## config.mk

```make
export PLATFORM = sky130hd
export DESIGN_NAME = flash_read_ptr
export DESIGN_NICKNAME = d
export VERILOG_FILES = /design/src/rtl/flash_read_ptr.sv
export SDC_FILE = /design/constraint.sdc
export NUM_CORES = 1
export LEC_CHECK = 0
export ABC_AREA = 1
export BUFFER_PORTS_ARGS = -buffer_cell sky130_fd_sc_hd__buf_2
export CORE_ASPECT_RATIO = 1.2
export CORE_MARGIN = 8
export CORE_UTILIZATION = 55
export CTS_CLUSTER_DIAMETER = 50
export DETAILED_ROUTE_END_ITERATION = 12
export GPL_ROUTABILITY_DRIVEN = 0
export GPL_TIMING_DRIVEN = 0
export MAX_ROUTING_LAYER = met4
export PLACE_DENSITY = 0.78
export SLEW_MARGIN = 5
export SYNTH_ARGS = -nofsm -noshare
export SYNTH_HDL_FRONTEND = slang
export SYNTH_SLANG_ARGS = --single-unit
```

## constraint.sdc

```tcl
create_clock -name clk -period 2.2 [get_ports clk]
set_input_delay 0.22 -clock clk [delete_from_list [all_inputs] [get_ports clk]]
set_output_delay 0.22 -clock clk [all_outputs]
set_load 0.1 [all_outputs]
```

## src/rtl/flash_read_ptr.sv

```systemverilog
module flash_read_ptr #(
  parameter int ADDR_CYCLES = 4,
  parameter bit BUS16 = 1'b0
) (
  input  logic                           clk,
  input  logic                           rst_n,
  input  logic                           wr_stb,
  input  logic                           cmd_latch,
  input  logic                           addr_latch,
  input  logic [7:0]                     io_in,
  input  logic                           read_done,
  output logic [1:0]                     area,
  output logic                           start_read,
  output logic [1:0]                     start_area,
  output logic [8:0]                     start_col,
  output logic [8*(ADDR_CYCLES-1)-1:0]   start_row
);
  localparam int ROW_W = 8*(ADDR_CYCLES-1);
  localparam logic [7:0] SP_MASK = BUS16 ? 8'h07 : 8'h0F;
  localparam logic [1:0] AR_MAIN0 = 2'd0, AR_MAIN1 = 2'd1, AR_SPARE = 2'd2;

  logic [1:0]       area_q;
  logic [1:0]       cnt_q;
  logic [7:0]       col_q;
  logic [ROW_W-1:0] row_q, row_nx;
  logic             b_pend_q;

  wire cmd_cyc  = wr_stb & cmd_latch;
  wire addr_cyc = wr_stb & addr_latch & ~cmd_latch;
  wire last_byte = addr_cyc && (int'(cnt_q) == ADDR_CYCLES-1);
  wire known = (io_in == 8'h00) || (io_in == 8'h01) || (io_in == 8'h50);

  always_comb begin
    row_nx = row_q;
    if (addr_cyc && cnt_q != 2'd0)
      row_nx[8*(int'(cnt_q)-1) +: 8] = io_in;
  end

  always_ff @(posedge clk) begin
    if (!rst_n) begin
      area_q     <= AR_MAIN0;
      cnt_q      <= '0;
      col_q      <= '0;
      row_q      <= '0;
      b_pend_q   <= 1'b0;
      start_read <= 1'b0;
      start_area <= AR_MAIN0;
      start_col  <= '0;
      start_row  <= '0;
    end else begin
      start_read <= 1'b0;
      if (cmd_cyc) begin
        cnt_q <= '0;
        if (known) begin
          b_pend_q <= 1'b0;
          case (io_in)
            8'h01:   area_q <= AR_MAIN1;
            8'h50:   area_q <= AR_SPARE;
            default: area_q <= AR_MAIN0;
          endcase
        end else if (read_done && b_pend_q) begin
          area_q   <= AR_MAIN0;
          b_pend_q <= 1'b0;
        end
      end else begin
        if (read_done && b_pend_q) begin
          area_q   <= AR_MAIN0;
          b_pend_q <= 1'b0;
        end
        if (addr_cyc) begin
          row_q <= row_nx;
          if (cnt_q == 2'd0) col_q <= io_in;
          if (last_byte) begin
            cnt_q      <= '0;
            start_read <= 1'b1;
            start_area <= area_q;
            start_row  <= row_nx;
            start_col  <= (area_q == AR_SPARE) ? {1'b0, col_q & SP_MASK}
                                               : {area_q == AR_MAIN1, col_q};
            if (area_q == AR_MAIN1) b_pend_q <= 1'b1;
          end else begin
            cnt_q <= cnt_q + 2'd1;
          end
        end
      end
    end
  end

  assign area = area_q;
endmodule


```

==> impl_metrics.json <==
{
  "status": "completed",
  "finalClockSkew_ns": 0.00941,
  "topRoutingLayerUsed": "met4",
  "peakVddDrop_v": 0.000534,
  "antenna_found_initial": 0,
  "totalWireLength_um": 7630,
  "post_cts.resized_instances": 0,
  "fin_ws_ns": 0.275,
  "netlist_area_mm2": 0.00309,
  "hpwlAfterDp_um": 5430,
  "max_freq_mhz": 519,
  "ios": 52,
  "firstDrtPassIters": 4,
  "final_common_cell": "nand2_1",
  "layout_common_cells": "nand2_1, dfxtp_1, buf_2",
  "worst-slew-pin-transition_ns": 0.514,
  "final.setup.tns_ns": 0,
  "powerDensity_mw_per_mm2": 749,
  "ys_seq_elements": 73,
  "cts_root_buf": "clkbuf_8",
  "critPathMostFrequentCell": "nand2_1",
  "r2r_slack_ns": 0.27,
  "worstPathArrival_ns": 2.21,
  "drt-wirelength-per-cell_um": 13.8,
  "hold_violations": 0,
  "maxSlewHeadroom": 0.658,
  "grt_pass1_vias": 2929,
  "max_stage_delay_ns": 0.47,
  "cpMaxStageDelayCell": "dfxtp_1",
  "grt_usage": 0.201,
  "clock_latency_ns": 0.35,
  "synth_seq_area_share": 0.473,
  "vias_per_cell": 5.27,
  "first_iter_violations": 202,
  "setup_viol": 0,
  "crit_fanout": 10,
  "die-area_mm2": 0.00828,
  "port_buffers": 50,
  "nets": 503,
  "num-fill-cells": 496,
  "core_mm2": 0.00556,
  "p_int_mw": 2.15,
  "critPathKind": "reg2reg",
  "yosys_warnings": 0,
  "num_rows": 30,
  "drtAntennaViolNets": 0,
  "die_w_um": 84.4,
  "drive_above_1_share": 0.184,
  "area_growth_pct": 18.6,
  "antenna_cells": 0,
  "cts_buffers": 9,
  "hold_buffers": 0,
  "leakage_nw": 1.66,
  "die_height_um": 98.1,
  "route.met3.wl_um": 528,
  "hold_class": "in2reg",
  "cts_tree": "built",
  "netSwitchingPower_mw": 0.595,
  "power.total_mw": 2.74,
  "grt_pass1_wl_um": 13200,
  "synth_area_per_cell_um2": 7.30,
  "endpoint_kind": "register",
  "vias": 2914,
  "dpl_worst_slack_ns": 0.359,
  "crit_chain": "inv_1 > ha_1 > inv_2 > nand2_1 > nand2_1 > buf_4 > nand3_1 > nand2_1 > nand2_1 > a21oi_1",
  "path_clk_slew_ns": 0.08,
  "swShare": 0.217,
  "clkSinkCount": 73,
  "layout.cells.non_filler": 553,
  "syn_nets": 442,
  "ys_types": 23,
  "overflow": 0,
  "max_cap_violations": 0,
  "clock_path_buffers": 2,
  "rsz0062_at_grt": "no",
  "startpoint_type": "register",
  "met2WireLength_um": 3650,
  "dp_cells": 537,
  "slew_violations": 0,
  "wl_met1_um": 3260,
  "grt_max_degree": 13,
  "power_frac_clock": 0.463,
  "cp_num_buf_inv": 3,
  "required_ns": 2.49,
  "timing.final.crit_share": 0.875,
  "post_cts_buffers": 0,
  "post-route-min-period_ns": 1.93,
  "fin_util": 0.659,
  "synthCells": 423,
  "pwr-share-comb": 0.050,
  "htree_num_levels": 3,
  "cp_top_family": "simple AND/OR/NAND/NOR gates",
  "pwr-share-seq": 0.486,
  "drc": 0,
  "initial_core_util": 0.556
}
## path summary, 6_finish.rpt
| path | end | cells past startpoint | from |
|---|---|---|---|
| worst max register to register | start_row[23]$_SDFFE_PN0P_ | 10 | cnt_q[0]$_SDFFE_PP0N_ |
| worst min register to register | start_col[7]$_SDFFE_PN0P_ | 2 | start_col[7]$_SDFFE_PN0P_ |
| worst max-delay path | start_row[23]$_SDFFE_PN0P_ | 10 | cnt_q[0]$_SDFFE_PP0N_ |
| worst min-delay path | b_pend_q$_SDFF_PN0_ | 4 | read_done |
## Yosys cell counts, drive strengths merged
library cell  count  area, um2
clkbuf            7       26.3
or2               1       6.26
o21ai            22        110
nand2           123        472
inv              45        169
ha                5       62.6
nand4             2       27.5
a211oi            1       7.51
nor2             40        189
o21a              2       15.0
dfxtp            73       1460
a21oi            48        240
nand3            44        235
buf              10       65.1
## worst min-delay path: stages
cell     delay, ns
buf_2         0.10
inv_1         0.04
nand2_1       0.04
a21oi_1       0.05
## routing by layer
metal | up-vias | track usage
li1 | 1461 | -
met1 | 1340 | 0.216
met2 | 92 | 0.324
met3 | 21 | 0.0546
met4 | 0 | 0.120
met5 | - | -
## metrics by stage
stage / cell area (um2) / hold WS (ns)
2_1_floorplan: 3090 / 0.379
3_3_place_gp: 3420 / 0.448
3_5_place_dp: 3420 / 0.452
4_1_cts: 3660 / 0.132
5_1_grt: 3660 / 0.156
6_report: 3660 / 0.144
## cells by family (layout without fill, tap and decap cells)
family                     Yosys count  in the layout  synth area share
AOI/OAI and AO/OA                   73             73             0.121
DFF                                 73             73             0.473
and+or+nand+nor                    210            210             0.301
adders and majority gates            5              5            0.0203
buffers and inverters               62            128            0.0843
## final cells by class
class / count / area (um2) / area share
clock buffer: 11 / 141 / 0.0386
inverter: 45 / 169 / 0.0461
clock inverter: 5 / 103 / 0.0280
timing repair buffer: 50 / 250 / 0.0684
sequential: 73 / 1460 / 0.399
tap: 64 / 80.1 / 0.0219
buffer: 17 / 91.3 / 0.0249
multi-input combinational: 288 / 1370 / 0.373
## flip-flops by register name, indices dropped and copies added (netlist names)
| register | count |
|---|---|
| col_q | 8 |
| start_read | 1 |
| start_row | 24 |
| start_col | 9 |
| cnt_q | 2 |
| row_q | 24 |
| start_area | 2 |
| b_pend_q | 1 |
| area | 2 |
## power groups by stage
stage | Combinational (mW) | Sequential (mW) | Clock [mW]
floorplan | 0.0801 | 1.36 | 0
global placement | 0.131 | 1.36 | 0
detailed placement | 0.134 | 1.36 | 0
CTS | 0.135 | 1.33 | 1.28
global route | 0.151 | 1.33 | 1.34
finish | 0.138 | 1.33 | 1.27
No activity file was read; power rests on OpenSTA's default activity.
